$ cat config.mk
export PLATFORM = sky130hd
export DESIGN_NAME = aer_row_col_readout
export DESIGN_NICKNAME = d
export VERILOG_FILES = /design/src/rtl/aer_readout_pkg.sv /design/src/rtl/aer_rst_sync.sv /design/src/rtl/aer_prio_arb.sv /design/src/rtl/aer_row_col_readout.sv
export SDC_FILE = /design/constraint.sdc
export NUM_CORES = 1
export LEC_CHECK = 0
export CORE_UTILIZATION = 44
export CTS_CLUSTER_SIZE = 12
export DETAILED_ROUTE_END_ITERATION = 10
export PLACE_DENSITY = 0.83
export SETUP_SLACK_MARGIN = 0.2
export SLEW_MARGIN = 20
export SYNTH_ARGS = -nofsm -noshare
export SYNTH_HDL_FRONTEND = slang
export SYNTH_SLANG_ARGS = --single-unit
$ cat constraint.sdc
create_clock -name clk -period 9.3 [get_ports clk]
set_input_delay 1.86 -clock clk [delete_from_list [all_inputs] [get_ports clk]]
set_output_delay 1.86 -clock clk [all_outputs]
set_load 0.05 [all_outputs]
$ cat src/rtl/aer_readout_pkg.sv
package aer_readout_pkg;
  typedef enum logic [1:0] {
    ST_IDLE  = 2'd0,
    ST_HEAD  = 2'd1,
    ST_COLS  = 2'd2,
    ST_RECHK = 2'd3
  } rd_state_e;
endpackage

$ cat src/rtl/aer_rst_sync.sv
module aer_rst_sync #(
  parameter int STAGES = 2
) (
  input  logic clk,
  input  logic rst_n,
  output logic rst_sync_n
);
  logic [STAGES-1:0] sync_q;

  always_ff @(posedge clk or negedge rst_n) begin
    if (!rst_n) sync_q <= '0;
    else        sync_q <= {sync_q[STAGES-2:0], 1'b1};
  end

  assign rst_sync_n = sync_q[STAGES-1];
endmodule

$ cat src/rtl/aer_prio_arb.sv
module aer_prio_arb #(
  parameter int N  = 16,
  localparam int IW = (N > 1) ? $clog2(N) : 1
) (
  input  logic          clk,
  input  logic          rst_n,
  input  logic          fair_i,
  input  logic [N-1:0]  req_i,
  input  logic          adv_i,
  output logic          any_o,
  output logic [IW-1:0] gnt_o
);
  logic [IW-1:0] ptr_q, ptr_d, base;

  // search from base upward, wrapping at N
  always_comb begin
    base  = fair_i ? ptr_q : '0;
    gnt_o = '0;
    any_o = 1'b0;
    for (int i = 0; i < N; i++) begin
      int idx;
      idx = int'(base) + i;
      if (idx >= N) idx = idx - N;
      if (!any_o && req_i[idx]) begin
        any_o = 1'b1;
        gnt_o = IW'(idx);
      end
    end
  end

  always_comb begin
    ptr_d = ptr_q;
    if (adv_i) ptr_d = (gnt_o == IW'(N-1)) ? '0 : gnt_o + 1'b1;
  end

  always_ff @(posedge clk or negedge rst_n) begin
    if (!rst_n) ptr_q <= '0;
    else        ptr_q <= ptr_d;
  end

  // a grant always points at a live request
  a_r5_grant_live: assert property (@(posedge clk) disable iff (!rst_n)
    any_o |-> req_i[gnt_o]);
  // the rotation pointer stays inside the array
  a_r6_ptr_range: assert property (@(posedge clk) disable iff (!rst_n)
    int'(ptr_q) < N);
  // after an advance the pointer sits one past the old grant
  a_r6_ptr_step: assert property (@(posedge clk) disable iff (!rst_n)
    (adv_i && any_o) |=> (int'(ptr_q) == ((int'($past(gnt_o)) + 1) % N)));
endmodule

$ cat src/rtl/aer_row_col_readout.sv
module aer_row_col_readout
  import aer_readout_pkg::*;
#(
  parameter int ROWS = 16,
  parameter int COLS = 16,
  localparam int NPIX = ROWS * COLS,
  localparam int RW = (ROWS > 1) ? $clog2(ROWS) : 1,
  localparam int CW = (COLS > 1) ? $clog2(COLS) : 1,
  localparam int AW = (RW > CW) ? RW : CW
) (
  input  logic            clk,
  input  logic            rst_n,
  input  logic            fair_mode_i,
  input  logic [NPIX-1:0] req_i,
  input  logic            out_ready_i,
  output logic [AW-1:0]   addr_o,
  output logic            row_vld_o,
  output logic            col_vld_o,
  output logic [NPIX-1:0] ack_o
);
  logic            rst_sync_n;
  rd_state_e       state_q, state_d;
  logic [RW-1:0]   act_row_q;
  logic [COLS-1:0] served_q, served_d;
  logic [NPIX-1:0] ack_q, ack_d;
  logic [COLS-1:0] row_req [ROWS];
  logic [ROWS-1:0] row_pend;
  logic [COLS-1:0] col_pend;
  logic            row_any, col_any, row_ld, col_acc;
  logic [RW-1:0]   row_gnt;
  logic [CW-1:0]   col_gnt;

  aer_rst_sync #(.STAGES(2)) u_rst (
    .clk(clk), .rst_n(rst_n), .rst_sync_n(rst_sync_n)
  );

  for (genvar r = 0; r < ROWS; r++) begin : g_row
    assign row_req[r]  = req_i[r*COLS +: COLS];
    assign row_pend[r] = |row_req[r];
  end

  assign col_pend = row_req[act_row_q] & ~served_q;

  aer_prio_arb #(.N(ROWS)) u_row_arb (
    .clk(clk), .rst_n(rst_sync_n), .fair_i(fair_mode_i),
    .req_i(row_pend), .adv_i(row_ld), .any_o(row_any), .gnt_o(row_gnt)
  );

  aer_prio_arb #(.N(COLS)) u_col_arb (
    .clk(clk), .rst_n(rst_sync_n), .fair_i(fair_mode_i),
    .req_i(col_pend), .adv_i(col_acc), .any_o(col_any), .gnt_o(col_gnt)
  );

  // next-state and output decode
  always_comb begin
    state_d   = state_q;
    served_d  = served_q;
    ack_d     = '0;
    row_ld    = 1'b0;
    col_acc   = 1'b0;
    row_vld_o = 1'b0;
    col_vld_o = 1'b0;
    addr_o    = '0;
    unique case (state_q)
      ST_IDLE: begin
        if (row_any) begin
          row_ld  = 1'b1;
          state_d = ST_HEAD;
        end
      end
      ST_HEAD: begin
        row_vld_o = 1'b1;
        addr_o    = AW'(act_row_q);
        if (out_ready_i) state_d = ST_COLS;
      end
      ST_COLS: begin
        if (col_any) begin
          col_vld_o = 1'b1;
          addr_o    = AW'(col_gnt);
          if (out_ready_i) begin
            col_acc           = 1'b1;
            served_d[col_gnt] = 1'b1;
            for (int r = 0; r < ROWS; r++)
              for (int c = 0; c < COLS; c++)
                if (act_row_q == RW'(r) && col_gnt == CW'(c))
                  ack_d[r*COLS + c] = 1'b1;
          end
        end else begin
          state_d = ST_RECHK;
        end
      end
      ST_RECHK: begin
        if (col_any) begin
          state_d = ST_COLS;
        end else begin
          served_d = '0;
          state_d  = ST_IDLE;
        end
      end
      default: state_d = ST_IDLE;
    endcase
  end

  always_ff @(posedge clk or negedge rst_sync_n) begin
    if (!rst_sync_n) begin
      state_q   <= ST_IDLE;
      act_row_q <= '0;
      served_q  <= '0;
      ack_q     <= '0;
    end else begin
      state_q  <= state_d;
      served_q <= served_d;
      ack_q    <= ack_d;
      if (row_ld) act_row_q <= row_gnt;
    end
  end

  assign ack_o = ack_q;

  // one strobe at a time
  a_r3_single_strobe: assert property (@(posedge clk) disable iff (!rst_sync_n)
    !(row_vld_o && col_vld_o));
  // a stalled header keeps its strobe and address
  a_r7_head_hold: assert property (@(posedge clk) disable iff (!rst_sync_n)
    (row_vld_o && !out_ready_i) |=> (row_vld_o && $stable(addr_o)));
  // a stalled column strobe is not withdrawn
  a_r7_col_hold: assert property (@(posedge clk) disable iff (!rst_sync_n)
    (col_vld_o && !out_ready_i) |=> col_vld_o);
  // an accepted column yields exactly one acknowledge next cycle
  a_r4_ack_follows: assert property (@(posedge clk) disable iff (!rst_sync_n)
    (col_vld_o && out_ready_i) |=> ($countones(ack_o) == 1));
  // no acknowledge without a preceding accepted column
  a_r4_no_spurious: assert property (@(posedge clk) disable iff (!rst_sync_n)
    !(col_vld_o && out_ready_i) |=> (ack_o == '0));
  // an empty recheck releases the row
  a_r9_release: assert property (@(posedge clk) disable iff (!rst_sync_n)
    (state_q == ST_RECHK && !col_any) |=> (state_q == ST_IDLE && served_q == '0));
  // the header is followed by column service, never another header
  a_r2_head_to_cols: assert property (@(posedge clk) disable iff (!rst_sync_n)
    (row_vld_o && out_ready_i) |=> !row_vld_o);
endmodule

---- Word level (Yosys, flattened, before mapping) ----
Index checks and enable logic that the tools add are counted.
storage, ports and cells
  output and inout bits ................... 262
  word-level logic and storage cells ...... 1,000
  input bits .............................. 260
  flip-flop bits (word level) ............. 288
cells by class
  muxes and demuxes ....................... 479
  eq/ne operators ......................... 40
  $add $sub $neg .......................... 64
  reductions and logical operators ........ 339
  order comparisons ....................... 67
  bitwise logic cells ..................... 4
operator list
  cell                                                          count
  less-than comparator 32 x 6 -> 1 bit (second input constant)  32
  two-way mux 32 bit                                            32
  >= comparator 32 x 6 -> 1 bit (second input constant)         30
  subtractor 32 x 6 -> 32 bit (second input constant)           30
  two-way mux 256 bit                                           3
  two-way mux 1 bit                                             361
  logical AND 1 bit                                             287
  OR reduction 16 bit                                           16
  two-way mux 4 bit                                             37
  binary-select mux 1 bit (select 4 bit)                        32
  adder 4 x 4 -> 5 bit (second input constant)                  16
  two-way mux 16 bit                                            5
  equality test 4 bit (second input constant)                   17
  binary-select mux 16 bit (select 4 bit)                       1
  adder 4 x 3 -> 5 bit (second input constant)                  8
  equality test 4 x 3 -> 1 bit (second input constant)          8
  case mux 16 bit (2 select lines)                              1
  logical NOT 1 bit                                             30
  adder 4 x 2 -> 5 bit (second input constant)                  4
  bitwise AND 16 bit                                            1
  equality test 4 x 2 -> 1 bit (second input constant)          4
  inverter 16 bit                                               1
  bitwise OR 16 bit                                             1
  != test 2 bit (second input constant)                         6
  other kinds (20)                                              30

---- Longest topological paths before layout ----
  depth in word-level cells ............... 62
  depth in mapped cells ................... 26
  mapped depth without buffers ............ 19

---- Modules after synthesis ----
A second synthesis with hierarchy kept.
second synthesis, totals
  cells, all modules ...................... 1,888
  area, all modules ....................... 18,288.8 µm²
modules (own cells, without submodules)
  module               sequential area each (µm²)  times used  area an instance (µm²)  cells each
  aer_row_col_readout  6,956.7                     1           11,576.1                1,031
  aer_prio_arb         100.1                       2           3,329.4                 427
  aer_rst_sync         50.0                        1           53.8                    3

---- Worst setup path before layout ----
OpenSTA, ideal clock, no wires.
  path kind ............................... input to output
  start ................................... input fair_mode_i
  end ..................................... output addr_o[2]
  setup slack ............................. 487 ps
  required time ........................... 7,440 ps
  arrival ................................. 6,953 ps
  buffers on the path ..................... 7
  stages on the path ...................... 21
  cells stage by stage .................... buf_2 > nand2_2 > buf_2 > buf_2 > buf_2 > buf_2 > ha_1 > clkbuf_1 > xnor2_1 > o2111ai_1 > nand4_1 > nor3_1 > nor4_2 > mux2i_1 > a21oi_1 > a2111o_1 > a41o_1 > a21oi_4 > buf_6 > a22oi_1 > nor2b_1
on the way
  word-level cells in the longest chain between the ends .. 54
ends and longest elaborated chain
  item                                                                                  line                       RTL
  start: declaration                                                                    aer_row_col_readout.sv:13  input logic fair_mode_i,
  two-way mux 4 bit *                                                                   aer_prio_arb.sv:17         base = fair_i ? ptr_q : '0;
  parallel branches: the longest is 51 deep, another holds subtractor 32 x 6 -> 32 bit  -
  two-way mux 4 bit *                                                                   aer_row_col_readout.sv:77  if (col_any) begin
  case mux 4 bit (2 select lines) *                                                     aer_row_col_readout.sv:64  unique case (state_q)
  end: declaration                                                                      aer_row_col_readout.sv:16  output logic [AW-1:0] addr_o,
Every way passes the cells marked *. The select of a mux whose other input is x is not followed.

---- Worst setup path after layout ----
  start ................................... input fair_mode_i
  end ..................................... output addr_o[0]
Same word-level chain as after synthesis.

==> flow_metrics.tcl <==
set metrics [dict create \
    status "complete, no violations" \
    grt_first_pass_wirelength_um 114000 \
    grt_use_total_pct 37.3 \
    synthAdderAreaFrac_pct 1.68 \
    synth-seq-cells 288 \
    antenna_found_initial 2 \
    die_area_mm2 0.0415 \
    fin_crit_sh_pct 94.3 \
    synth_top_family_by_area "simple AND/OR/NAND/NOR gates" \
    p_leak_nw 9.57 \
    sw_frac_of_total_pct 53.2 \
    slowest_delay_ns 0.55 \
    die_w_um 204 \
    vias 17700 \
    clk_latency_ns 0.57 \
    endpoint_kind "primary output" \
    synth_top_area_share_pct 40.2 \
    grt_pass1_vias 17100 \
    wirelength_um 78100 \
    power_switching_mw 4.11 \
    detail-route-antenna-nets 0 \
    netlist_top_cells_count "nor2_1 (319), dfrtp_1 (288), mux2i_1 (150)" \
    via_per_inst 6.41 \
    stdcell_count 2767 \
    finalCriticalPeriod_ns 8.77 \
    cts_resized 0 \
    hp-class "flip-flop to flip-flop" \
    ys.flop_type "dfrtp_1" \
    worstSetupPathType "input pin to primary output" \
    drive_above_1_share_pct 10.0 \
    postCtsSetupBuffers 0 \
    port-buffer-count 521 \
    synth-simple-area-share_pct 21.5 \
    power_frac_seq_pct 19.1 \
    clock-root-buffer "clkbuf_16" \
    core-area_mm2 0.0399 \
    synth_compound_area_share_pct 10.9 \
    synthMuxAreaShare_pct 20.0 \
    slew_viol_final 0 \
    crit_arrival_ns 6.91 \
    final_util_pct 60.8 \
    rows 73 \
    synth_area_leaders "dfrtp_1 (40%), mux4_2 (10%), mux2i_1 (8.4%), nor2_1 (6.7%), nand4_1 (2.4%)" \
    cp_data_required_time_ns 7.44 \
    clkPwrFrac_pct 13.6 \
    worstPathMaxFanout 16 \
    cts.path.max_buffers 3 \
    overflow 0 \
    tns_ns 0 \
    p_total_mw 7.73 \
    yosys_warnings 0 \
    synth_edf_count 0 \
    ys_seq_area_share_pct 40.2 \
    area_delta_synth_final_pct 35.4 \
    async_flop_share_pct 100 \
    cap_violations 0 \
    synthCells 1777 \
    cpMostUsedCell "nor4_2" \
    cts_buffers 28 \
    initial_utilization_pct 44.9 \
    clkTransAtPathRegs_ns 0.06 \
    comb_power_share_pct 67.3 \
    synth_most_common_cell "nor2_1" \
    ctsHtreeMaxLevel 1 \
    final_net_count 2520 \
    yosysUniqueCellTypes 91 \
    start_kind "input pin" \
    powerDensity_mw_per_mm2 319 \
    synth-xor-area-share_pct 1.42 \
    synth_fp_nets 2061 \
    io_pins 522 \
    synth.largest_area_cell "dfrtp_1" \
    crit_chain "clkdlybuf4s50_1 > and2_2 > inv_1 > ha_1 > nand2_1 > xor2_1 > o32ai_1 > nor4_2 > buf_4 > nand3_1 > nor4_2 > a211oi_1 > a22oi_4 > a22oi_1 > nor2b_1 > buf_12" \
    first_iter_violations 1984 \
    netlist_area_mm2 0.0179 \
    vdd_drop_max_v 0.000280 \
    setup_viol 0 \
    die_h_um 204 \
    syn_avg_cell_area_um2 10.1 \
    final-hold-violation-count 0 \
    tightest_slew_ns 1.10 \
    rsz0062_at_grt "false" \
    drcViolationCount 0 \
    cts_hold_buf 0 \
    place_hpwl_um 62000 \
    skew_ns 0.0289 \
    grt_max_degree 81 \
    p_int_mw 3.62 \
    placed_cells 2730 \
    post_drt_wl_per_cell_um 28.2 \
    slew_headroom_pct 26.3 \
    cts_sinks 288 \
    drt_first_pass_iters 8 \
    cts_tree "done" \
    clock.fmax_mhz 114 \
    gp_congestion 1.11 \
    critPathSlowestCell "xor2_1" \
]
[placed cells by master (no fill, tap or decap), types with 22 or more instances in the layout]
cell type and instances:
mux4_2 83, mux2i_1 150, a22oi_1 42, clkbuf_16 28, a21oi_1 62, nor2_1 319, nand3_1 74, a31oi_1 25
buf_4 22, nand2_1 107, o211ai_1 23, dfrtp_1 286, nand4_1 70, clkdlybuf4s50_1 516, o21ai_0 27, nor4_1 70
ha_1 24
[critical path, delay by kind of cell]
family | cells | cell delay (ns)
xor gates and xnor gates | 1 | 0.55
and+or+nand+nor | 6 | 1.95
AOI/OAI and AO/OA | 4 | 0.75
buffers and inverters | 4 | 1.40
adders and majority gates | 1 | 0.39
[cells by family after synthesis]
logic type,count (synthesis)
AND/OR/NAND/NOR,762
buffers and inverters,141
XOR/XNOR,26
flip-flops,288
AO/OA/AOI/OAI,283
multiplexers,252
adder cells (fa/ha/maj),24
other,1
[power groups by stage]
stage / clock, mW / combinational, mW / sequential (mW)
6_report: 1.05 / 5.20 / 1.48
5_1_grt: 1.10 / 5.44 / 1.48
4_1_cts: 1.05 / 5.04 / 1.47
3_5_place_dp: 0 / 5.02 / 1.49
3_3_place_gp: 0 / 5.02 / 1.49
2_1_floorplan: 0 / 3.48 / 1.44
[layer usage]
| layer | part of all wire (%) | track usage, % | vias up |
|---|---|---|---|
| met5 | 0 | 0 | - |
| met4 | 3.7 | 12.7 | 0 |
| met3 | 9.1 | 6.49 | 181 |
| met2 | 48 | 61.4 | 1148 |
| met1 | 40 | 49.5 | 8865 |
| li1 | - | - | 7541 |
[final timing paths]
check / slack, ns / depth (start not counted) / to / startpoint
setup / recovery: 0.53 / 16 / addr_o[0] / fair_mode_i
hold / removal: 0.36 / 0 / u_rst.sync_q[1]$_DFF_PN0_ / u_rst.sync_q[0]$_DFF_PN0_
setup reg to reg: 2.08 / 14 / ack_o[112]$_DFF_PN0_ / act_row_q[0]$_DFFE_PN0P_
hold reg to reg: 0.36 / 0 / u_rst.sync_q[1]$_DFF_PN0_ / u_rst.sync_q[0]$_DFF_PN0_
max in group asynchronous: 6.65 / 2 / ack_o[39]$_DFF_PN0_ / u_rst.sync_q[1]$_DFF_PN0_
min in group asynchronous: 0.43 / 0 / ack_o[140]$_DFF_PN0_ / u_rst.sync_q[1]$_DFF_PN0_
[stage by stage]
step	hold slack [ns]	instance area, µm²	worst slack [ns]
final	0.356	24300	0.527
after detailed placement	0.340	23400	0.694
after global routing	0.364	24300	0.362
after global placement	0.338	23400	0.752
after CTS	0.357	24200	0.678
after floorplan	0.331	17900	0.487
[sequential cells by signal, indices dropped and copies added (netlist names)]
signal and flops:
u_rst.sync_q 2, ack_o 256, u_row_arb.ptr_q 4, state_q 2
served_q 16, act_row_q 4, u_col_arb.ptr_q 4
[layout make-up]
| cell class | count | area [µm²] |
|---|---|---|
| fill | 3229 | 15700 |
| clock buffer | 31 | 712 |
| sequential | 288 | 7210 |
| tap | 525 | 657 |
| timing repair buffer | 547 | 5520 |
| clock inverter | 4 | 95.1 |
| multi-input combinational | 1348 | 9970 |
| antenna | 1 | 2.50 |
| inverter | 23 | 86.3 |
(Power assumes the default switching activity.)
